## config.mk

```make
export PLATFORM = sky130hd
export DESIGN_NAME = cfg_i2c_target
export DESIGN_NICKNAME = d
export VERILOG_FILES = /design/src/rtl/cfg_i2c_pkg.sv /design/src/rtl/cfg_i2c_bus_sampler.sv /design/src/rtl/cfg_i2c_ctrl.sv /design/src/rtl/cfg_i2c_regbank.sv /design/src/rtl/cfg_i2c_target.sv
export SDC_FILE = /design/constraint.sdc
export NUM_CORES = 1
export LEC_CHECK = 0
export BUFFER_PORTS_ARGS = -buffer_cell sky130_fd_sc_hd__clkbuf_2
export CORE_MARGIN = 5
export CORE_UTILIZATION = 60
export DETAILED_ROUTE_END_ITERATION = 8
export HOLD_SLACK_MARGIN = 0.06
export PLACE_DENSITY = 0.84
export SETUP_SLACK_MARGIN = 0.02
export SLEW_MARGIN = 15
export SYNTH_ARGS = -nofsm -noshare
export SYNTH_HDL_FRONTEND = slang
export SYNTH_SLANG_ARGS = --single-unit
```

## constraint.sdc

```tcl
create_clock -name clk -period 3.1 [get_ports clk]
set_input_delay 0.465 -clock clk [delete_from_list [all_inputs] [get_ports clk]]
set_output_delay 0.465 -clock clk [all_outputs]
set_load 0.05 [all_outputs]
```

## src/rtl/cfg_i2c_pkg.sv

```systemverilog
package cfg_i2c_pkg;
  localparam int BYTE_W = 8;

  typedef enum logic [2:0] {
    ST_IDLE, ST_ADDR, ST_ADDR_ACK, ST_PTR, ST_PTR_ACK, ST_DATA, ST_DATA_ACK, ST_SKIP
  } tgtState_t;

  typedef struct packed {
    logic shiftEn;  // sample current SDA into the byte shifter
    logic ptrLoad;  // last bit of the pointer byte
    logic commit;   // last bit of a data byte
  } ctrlStrobe_t;
endpackage

```

## src/rtl/cfg_i2c_bus_sampler.sv

```systemverilog
module cfg_i2c_bus_sampler #(
  parameter int SYNC_DEPTH = 2
) (
  input  logic clk,
  input  logic rstN,
  input  logic sclRaw,
  input  logic sdaRaw,
  output logic sdaLevel,
  output logic sclRise,
  output logic sclFall,
  output logic startSeen,
  output logic stopSeen
);
  logic [SYNC_DEPTH-1:0] sclSync, sdaSync;
  logic sclPrev, sdaPrev, sclLevel;

  always_ff @(posedge clk or negedge rstN) begin
    if (!rstN) begin
      sclSync <= '1;
      sdaSync <= '1;
      sclPrev <= 1'b1;
      sdaPrev <= 1'b1;
    end else begin
      sclSync <= {sclSync[SYNC_DEPTH-2:0], sclRaw};
      sdaSync <= {sdaSync[SYNC_DEPTH-2:0], sdaRaw};
      sclPrev <= sclSync[SYNC_DEPTH-1];
      sdaPrev <= sdaSync[SYNC_DEPTH-1];
    end
  end

  assign sclLevel  = sclSync[SYNC_DEPTH-1];
  assign sdaLevel  = sdaSync[SYNC_DEPTH-1];
  assign sclRise   = sclLevel & ~sclPrev;
  assign sclFall   = ~sclLevel & sclPrev;
  assign startSeen = sclLevel & sclPrev & sdaPrev & ~sdaLevel;
  assign stopSeen  = sclLevel & sclPrev & ~sdaPrev & sdaLevel;
endmodule

```

## src/rtl/cfg_i2c_ctrl.sv

```systemverilog
module cfg_i2c_ctrl
  import cfg_i2c_pkg::*;
(
  input  logic        clk,
  input  logic        rstN,
  input  logic        sclRise,
  input  logic        sclFall,
  input  logic        startSeen,
  input  logic        stopSeen,
  input  logic        addrHit,
  output ctrlStrobe_t stb,
  output logic        sdaPullLow
);
  localparam int CNT_W = $clog2(BYTE_W + 1);
  localparam logic [CNT_W-1:0] LAST_BIT = CNT_W'(BYTE_W - 1);
  localparam logic [CNT_W-1:0] FULL     = CNT_W'(BYTE_W);

  tgtState_t state;
  logic [CNT_W-1:0] bitCnt;
  logic addrOk, inByte, lastBit;

  assign inByte  = (state == ST_ADDR) || (state == ST_PTR) || (state == ST_DATA);
  assign lastBit = (bitCnt == LAST_BIT);

  always_comb begin
    stb.shiftEn = inByte && sclRise && (bitCnt != FULL);
    stb.ptrLoad = (state == ST_PTR)  && sclRise && lastBit;
    stb.commit  = (state == ST_DATA) && sclRise && lastBit;
  end

  always_ff @(posedge clk or negedge rstN) begin
    if (!rstN) begin
      state  <= ST_IDLE;
      bitCnt <= '0;
      addrOk <= 1'b0;
    end else if (startSeen) begin
      state  <= ST_ADDR;
      bitCnt <= '0;
    end else if (stopSeen) begin
      state  <= ST_IDLE;
      bitCnt <= '0;
    end else begin
      unique case (state)
        ST_ADDR, ST_PTR, ST_DATA: begin
          if (sclRise && bitCnt != FULL) begin
            bitCnt <= bitCnt + 1'b1;
            if (state == ST_ADDR && lastBit) addrOk <= addrHit;
          end
          if (sclFall && bitCnt == FULL) begin
            bitCnt <= '0;
            case (state)
              ST_ADDR: state <= addrOk ? ST_ADDR_ACK : ST_SKIP;
              ST_PTR:  state <= ST_PTR_ACK;
              default: state <= ST_DATA_ACK;
            endcase
          end
        end
        ST_ADDR_ACK: if (sclFall) state <= ST_PTR;
        ST_PTR_ACK, ST_DATA_ACK: if (sclFall) state <= ST_DATA;
        default: ;
      endcase
    end
  end

  assign sdaPullLow = (state == ST_ADDR_ACK) || (state == ST_PTR_ACK) || (state == ST_DATA_ACK);

  // acknowledge is only ever asserted just after an SCL falling edge
  a_r2_ack_after_fall: assert property (@(posedge clk) disable iff (!rstN)
    $rose(sdaPullLow) |-> $past(sclFall));
  // a rejected transfer never acknowledges
  a_r3_skip_silent: assert property (@(posedge clk) disable iff (!rstN)
    (state == ST_SKIP) |=> !sdaPullLow);
  // STOP returns to idle
  a_r7_stop_idle: assert property (@(posedge clk) disable iff (!rstN)
    (stopSeen && !startSeen) |=> (state == ST_IDLE));
endmodule

```

## src/rtl/cfg_i2c_regbank.sv

```systemverilog
module cfg_i2c_regbank
  import cfg_i2c_pkg::*;
#(
  parameter int          REG_COUNT   = 4,
  parameter logic [6:0]  TARGET_ADDR = 7'b1110010
) (
  input  logic                          clk,
  input  logic                          rstN,
  input  logic                          sdaLevel,
  input  ctrlStrobe_t                   stb,
  output logic                          addrHit,
  output logic [REG_COUNT*BYTE_W-1:0]   regFlat,
  output logic [REG_COUNT-1:0]          regUpdated
);
  localparam int PTR_W = $clog2(REG_COUNT);
  localparam logic [PTR_W-1:0] LAST_REG = PTR_W'(REG_COUNT - 1);

  logic [BYTE_W-2:0] shiftReg;
  logic [BYTE_W-1:0] byteNow;
  logic [PTR_W-1:0]  ptr;

  assign byteNow = {shiftReg, sdaLevel};
  assign addrHit = (byteNow == {TARGET_ADDR, 1'b0});

  always_ff @(posedge clk or negedge rstN) begin
    if (!rstN) begin
      shiftReg <= '0;
      ptr      <= '0;
    end else begin
      if (stb.shiftEn) shiftReg <= byteNow[BYTE_W-2:0];
      if (stb.ptrLoad) ptr <= byteNow[PTR_W-1:0];
      else if (stb.commit) ptr <= (ptr == LAST_REG) ? '0 : ptr + 1'b1;
    end
  end

  for (genvar g = 0; g < REG_COUNT; g++) begin : gReg
    logic hit;
    assign hit = stb.commit && (ptr == PTR_W'(g));
    always_ff @(posedge clk or negedge rstN) begin
      if (!rstN) begin
        regFlat[g*BYTE_W +: BYTE_W] <= '0;
        regUpdated[g]               <= 1'b0;
      end else begin
        regUpdated[g] <= hit;
        if (hit) regFlat[g*BYTE_W +: BYTE_W] <= byteNow;
      end
    end
  end

  // at most one register strobe at a time, one cycle long
  a_r10_one_strobe: assert property (@(posedge clk) disable iff (!rstN)
    $onehot0(regUpdated));
  a_r10_short_pulse: assert property (@(posedge clk) disable iff (!rstN)
    (|regUpdated) |=> !(|regUpdated));
  // pointer wraps from the last register to register 0
  a_r5_ptr_wrap: assert property (@(posedge clk) disable iff (!rstN)
    (stb.commit && ptr == LAST_REG) |=> (ptr == '0));
  // without a commit strobe the bank holds its contents
  a_r7_hold: assert property (@(posedge clk) disable iff (!rstN)
    !stb.commit |=> $stable(regFlat));
endmodule

```

## src/rtl/cfg_i2c_target.sv

```systemverilog
module cfg_i2c_target
  import cfg_i2c_pkg::*;
#(
  parameter int         REG_COUNT   = 4,
  parameter int         SYNC_DEPTH  = 2,
  parameter logic [6:0] TARGET_ADDR = 7'b1110010
) (
  input  logic                        clk,
  input  logic                        pwrGoodN,
  input  logic                        sclIn,
  input  logic                        sdaIn,
  output logic                        sdaPullLow,
  output logic [REG_COUNT*BYTE_W-1:0] regBank,
  output logic [REG_COUNT-1:0]        regUpdated
);
  logic sdaLevel, sclRise, sclFall, startSeen, stopSeen, addrHit;
  ctrlStrobe_t stb;

  cfg_i2c_bus_sampler #(.SYNC_DEPTH(SYNC_DEPTH)) i_sampler (
    .clk(clk), .rstN(pwrGoodN), .sclRaw(sclIn), .sdaRaw(sdaIn),
    .sdaLevel(sdaLevel), .sclRise(sclRise), .sclFall(sclFall),
    .startSeen(startSeen), .stopSeen(stopSeen));

  cfg_i2c_ctrl i_ctrl (
    .clk(clk), .rstN(pwrGoodN), .sclRise(sclRise), .sclFall(sclFall),
    .startSeen(startSeen), .stopSeen(stopSeen), .addrHit(addrHit),
    .stb(stb), .sdaPullLow(sdaPullLow));

  cfg_i2c_regbank #(.REG_COUNT(REG_COUNT), .TARGET_ADDR(TARGET_ADDR)) i_regbank (
    .clk(clk), .rstN(pwrGoodN), .sdaLevel(sdaLevel), .stb(stb),
    .addrHit(addrHit), .regFlat(regBank), .regUpdated(regUpdated));
endmodule

```

==> results_tabular.tex <==
\begin{tabular}{lr}
\hline
Metric & Value \\
\hline
\multicolumn{2}{l}{\textbf{Layout}} \\
Top library cells by usage in the layout, fill and taps aside & sky130\_fd\_sc\_hd\_\_dfrtp\_1 (53), sky130\_fd\_sc\_hd\_\_clkbuf\_2 (40), sky130\_fd\_sc\_hd\_\_mux2\_2 (33), sky130\_fd\_sc\_hd\_\_inv\_1 (10), sky130\_fd\_sc\_hd\_\_clkbuf\_8 (10) \\
Area occupied by registers & 1484 sq um \\
Fill cell total of the finished layout & around 300 \\
Final core utilization & 0.7002 \\
Area taken by multi-input logic gates & around 1000 sq um \\
Leading cell type in the layout, fill and taps excluded & sky130\_fd\_sc\_hd\_\_dfrtp\_1 \\
Area added between synthesis and finish & 14.87\% \\
Final Net Count & 241 \\
Number of diodes & 0 \\
Ratio of cells with drive above 1 in the final layout & 0.4703 \\
\multicolumn{2}{l}{\textbf{Synthesis}} \\
Cell area after synthesis & 2618 sq um \\
Yosys reg bits & 59 \\
EDFF count, synth & 0 \\
Net count after synthesis & 195 \\
Leading register cell type out of synthesis & sky130\_fd\_sc\_hd\_\_dfrtp\_1 \\
Post-synthesis sequential area ratio & 0.5669 \\
Async set or reset register ratio after synthesis & 1.000 \\
Gate count after technology mapping & 185 \\
Count of synthesis-stage warnings from yosys & 0 \\
Mapped Avg Cell Area & between 10 and 15 sq um \\
Yosys cell types & 44 \\
\multicolumn{2}{l}{\textbf{Floorplan}} \\
FP Rows & 24 \\
DIE HEIGHT & 76.05 microns \\
Effective utilization at floorplan & 0.6096 \\
Core region area & 4294 sq um \\
Overall die width & roughly 76 microns \\
Die area & 5784 sq um \\
\# IOs & 41 \\
\multicolumn{2}{l}{\textbf{Clock network}} \\
Number of gates given a new drive strength after cts & 0 \\
TritonCTS clock tree & done \\
CTS clock-pin slew for the worst setup and hold paths & 60 ps \\
Number of sinks driven by the clock tree & 59 \\
Buffers inserted during post-CTS setup optimization & 0 \\
Maximum number of buffers from clock root to sink & 2 \\
Number of buffers created by CTS & 9 \\
Clock insertion delay at the later pin of the skew report & 320 ps \\
Number of H-tree branching levels & 3 \\
Clk Tree Root Cell & sky130\_fd\_sc\_hd\_\_clkbuf\_8 \\
CTS hold repair buffers & 0 \\
\multicolumn{2}{l}{\textbf{STA}} \\
Number of hold violations in the final report & 0 \\
Rel. slew slack & 0.5117 \\
Skew final & 11.66 ps \\
Transition at the pin with the smallest max-transition slack & between 700 and 800 ps \\
Pins Over Slew Limit & 0 \\
Peak Freq & 503.8 MHz \\
Total negative setup slack & 0 ps \\
Final setup violating endpoints & 0 \\
Final period utilization & 0.6403 \\
Final period demand of the worst path & 1985 ps \\
Setup repair after global routing missed its margin & no \\
\multicolumn{2}{l}{\textbf{Worst setup path}} \\
Kind of cell adding the most delay to the critical path & simple AND/OR/NAND/NOR gates \\
Critical path type & reg -> reg \\
Worst-path cell with the longest stage delay & sky130\_fd\_sc\_hd\_\_nor2b\_1 \\
Cells along the critical path & nor2b\_1, and3\_4, mux2\_4 \\
Startpoint of the worst register-to-register path & i\_ctrl.state[1] \\
Critical path's largest stage delay & 640 ps \\
CP Launch Type & register \\
Element type at the critical path end & register \\
Reg-to-Reg End & i\_regbank.regFlat[25] \\
Reg2reg setup slack & approximately 1100 ps \\
WP data arrival & 2190 ps \\
Worst path depth & 3 \\
Reg2Reg Depth & 3 \\
Maximum fanout along the worst path & 13 \\
Required time reported for the critical path endpoint & around 3300 ps \\
Critical path buffers and inverters & 0 \\
\multicolumn{2}{l}{\textbf{Drt}} \\
ANT nets after route & 0 \\
Wire length per cell after detailed routing & 16.17 microns \\
Wirelength, routed & $\sim$4700 microns \\
Overall via count from detail\_route & 1,589 \\
Number of DRC markers after the initial detailed-route iteration & 85 \\
Detailed Routing Iterations Pass 1 & 4 \\
Detailed-route DRC error count & 0 \\
Detail-routed via count per cell & 5.517 \\
\multicolumn{2}{l}{\textbf{Pwr}} \\
Sequential cell fraction of total power & 0.563 \\
Proportion of total power due to net switching & 0.2340 \\
VDD IR-drop max & 0.0003634 V \\
NetSw & 0.3460 mW \\
Cell Pwr Density & 491.6 nW/um\^{}2 \\
Internal power of the cells & about 1.1 mW \\
Portion of total power attributed to combinational logic & 0.041 \\
Leakage & 1.587 nW \\
Clk network pwr share & 0.396 \\
\multicolumn{2}{l}{\textbf{Hold path}} \\
Path type of the worst min-delay path & in -> reg \\
Worst Hold Path Cells & 1 \\
Endpoint, Worst Hold & i\_sampler.sdaSync[0] \\
Startpoint of the worst hold path & sdaIn \\
\multicolumn{2}{l}{\textbf{GRT}} \\
First-pass GRT wire length & 7935 microns \\
Total overflow reported by the global router & 0 \\
Vias in the first global route & between 1.5k and 2k \\
Initial antenna violation count & 0 \\
Maximum number of pins on one net before global-route repair & 60 \\
Total routing usage reported by global routing & 0.1730 \\
\multicolumn{2}{l}{\textbf{Run}} \\
Max-capacitance violation count & 0 \\
\multicolumn{2}{l}{\textbf{Run status}} \\
Run status & finished clean \\
\multicolumn{2}{l}{\textbf{Placement}} \\
Number of buffers inserted by port buffering & 40 \\
RD Place Congestion & $\sim$0.88 \\
HPWL after DPL & 3107 microns \\
\hline
\end{tabular}
[synth_stat cells (2+ instances only)]
master | number | share of area
sky130_fd_sc_hd__ha_1 | 6 | 0.029
sky130_fd_sc_hd__nor4_1 | 2 | 0.0048
sky130_fd_sc_hd__o221ai_1 | 2 | 0.0067
sky130_fd_sc_hd__o31ai_1 | 2 | 0.0057
sky130_fd_sc_hd__nand2_1 | 5 | 0.0072
sky130_fd_sc_hd__buf_4 | 2 | 0.0057
sky130_fd_sc_hd__mux2_4 | 8 | 0.046
sky130_fd_sc_hd__dfstp_2 | 6 | 0.060
sky130_fd_sc_hd__inv_1 | 10 | 0.014
sky130_fd_sc_hd__nor2_1 | 5 | 0.0072
sky130_fd_sc_hd__a211o_1 | 2 | 0.0067
sky130_fd_sc_hd__nand2b_1 | 3 | 0.0072
sky130_fd_sc_hd__mux2_2 | 33 | 0.14
sky130_fd_sc_hd__nor3_1 | 3 | 0.0057
sky130_fd_sc_hd__nand3_1 | 4 | 0.0076
sky130_fd_sc_hd__nor2b_1 | 2 | 0.0048
sky130_fd_sc_hd__mux2i_1 | 2 | 0.0076
sky130_fd_sc_hd__nand3b_1 | 3 | 0.0086
sky130_fd_sc_hd__nand3_4 | 3 | 0.020
sky130_fd_sc_hd__buf_2 | 3 | 0.0057
sky130_fd_sc_hd__a21oi_1 | 2 | 0.0038
sky130_fd_sc_hd__a22oi_1 | 3 | 0.0086
sky130_fd_sc_hd__dfrtp_1 | 53 | 0.51
[registers in the layout (all words and copies together), names as in the netlist]
register              count
i_regbank.regFlat        32
i_regbank.shiftReg        7
i_ctrl.bitCnt             4
i_regbank.regUpdated      4
i_ctrl.state              3
i_regbank.ptr             2
i_sampler.sclSync         2
i_sampler.sdaSync         2
i_ctrl.addrOk             1
i_sampler.sclPrev         1
i_sampler.sdaPrev         1
[cell families (layout without fill, tap and decap cells)]
group / after synthesis / after routing / synth area share
DFF: 59 / 59 / 0.5669
adders and majority gates: 6 / 6 / 0.02868
xor gates and xnor gates: 1 / 1 / 0.003347
buffers and inverters: 16 / 67 / 0.03346
and+or+nand+nor: 41 / 41 / 0.1176
AOI/OAI and AO/OA: 19 / 19 / 0.05449
muxes: 43 / 43 / 0.1955
[cell type report]
type / count / area share
clock inverters: 3 / 0.005826
multi-input cells: 110 / 0.3479
clock buffers: 13 / 0.04952
repair buffers: 41 / 0.06908
inverters: 10 / 0.01248
flip-flops and latches: 59 / 0.4935
well taps: 52 / 0.02164
[power by group through the flow]
stage | sequential, mW | combinational [mW] | clock (mW)
floorplan | 0.830 | 0.0429 | 0
global placement | 0.845 | 0.0590 | 0
detailed placement | 0.846 | 0.0608 | 0
CTS | 0.832 | 0.0622 | 0.597
global route | 0.837 | 0.0684 | 0.635
finish | 0.833 | 0.0605 | 0.585
[per-layer routing]
layer	vias to the layer above	global-route usage	share of wire
met1	787	0.2247	0.45
met5	-	0	0
li1	753	-	-
met3	7	0.05319	0.058
met4	0	0.08741	0.013
met2	42	0.2620	0.47
[worst reg2reg max path: stages, from the launching register on]
cell and delay [ps]:
sky130_fd_sc_hd__dfrtp_1 510, sky130_fd_sc_hd__nor2b_1 640, sky130_fd_sc_hd__and3_4 410, sky130_fd_sc_hd__mux2_4 320
[stage by stage]
stage | setup WS (ps) | cell area [sq um] | hold WS [ps] | power (mW) | cells
5_1_grt | 1005 | 3007 | 202.4 | 1.541 | 288
6_report | 1115 | 3007 | 224.3 | 1.478 | 288
4_1_cts | 1120 | 3007 | 208.3 | 1.492 | 288
2_1_floorplan | 1362 | 2618 | 169.4 | 0.8732 | 185
3_3_place_gp | 1229 | 2840 | 345.3 | 0.9038 | 272
3_5_place_dp | 1126 | 2840 | 347.2 | 0.9068 | 272
[worst max path at each step]
stage / startpoint / end
after floorplan: i_ctrl.state[1] / sdaPullLow
after global placement: i_ctrl.state[1] / i_regbank.regFlat[30]
after detailed placement: i_ctrl.state[1] / i_regbank.regFlat[25]
after CTS: i_ctrl.state[1] / i_regbank.regFlat[25]
after global routing: i_ctrl.state[1] / i_regbank.regFlat[25]
final: i_ctrl.state[1] / i_regbank.regFlat[25]
Power figures use the tool's default switching activity.
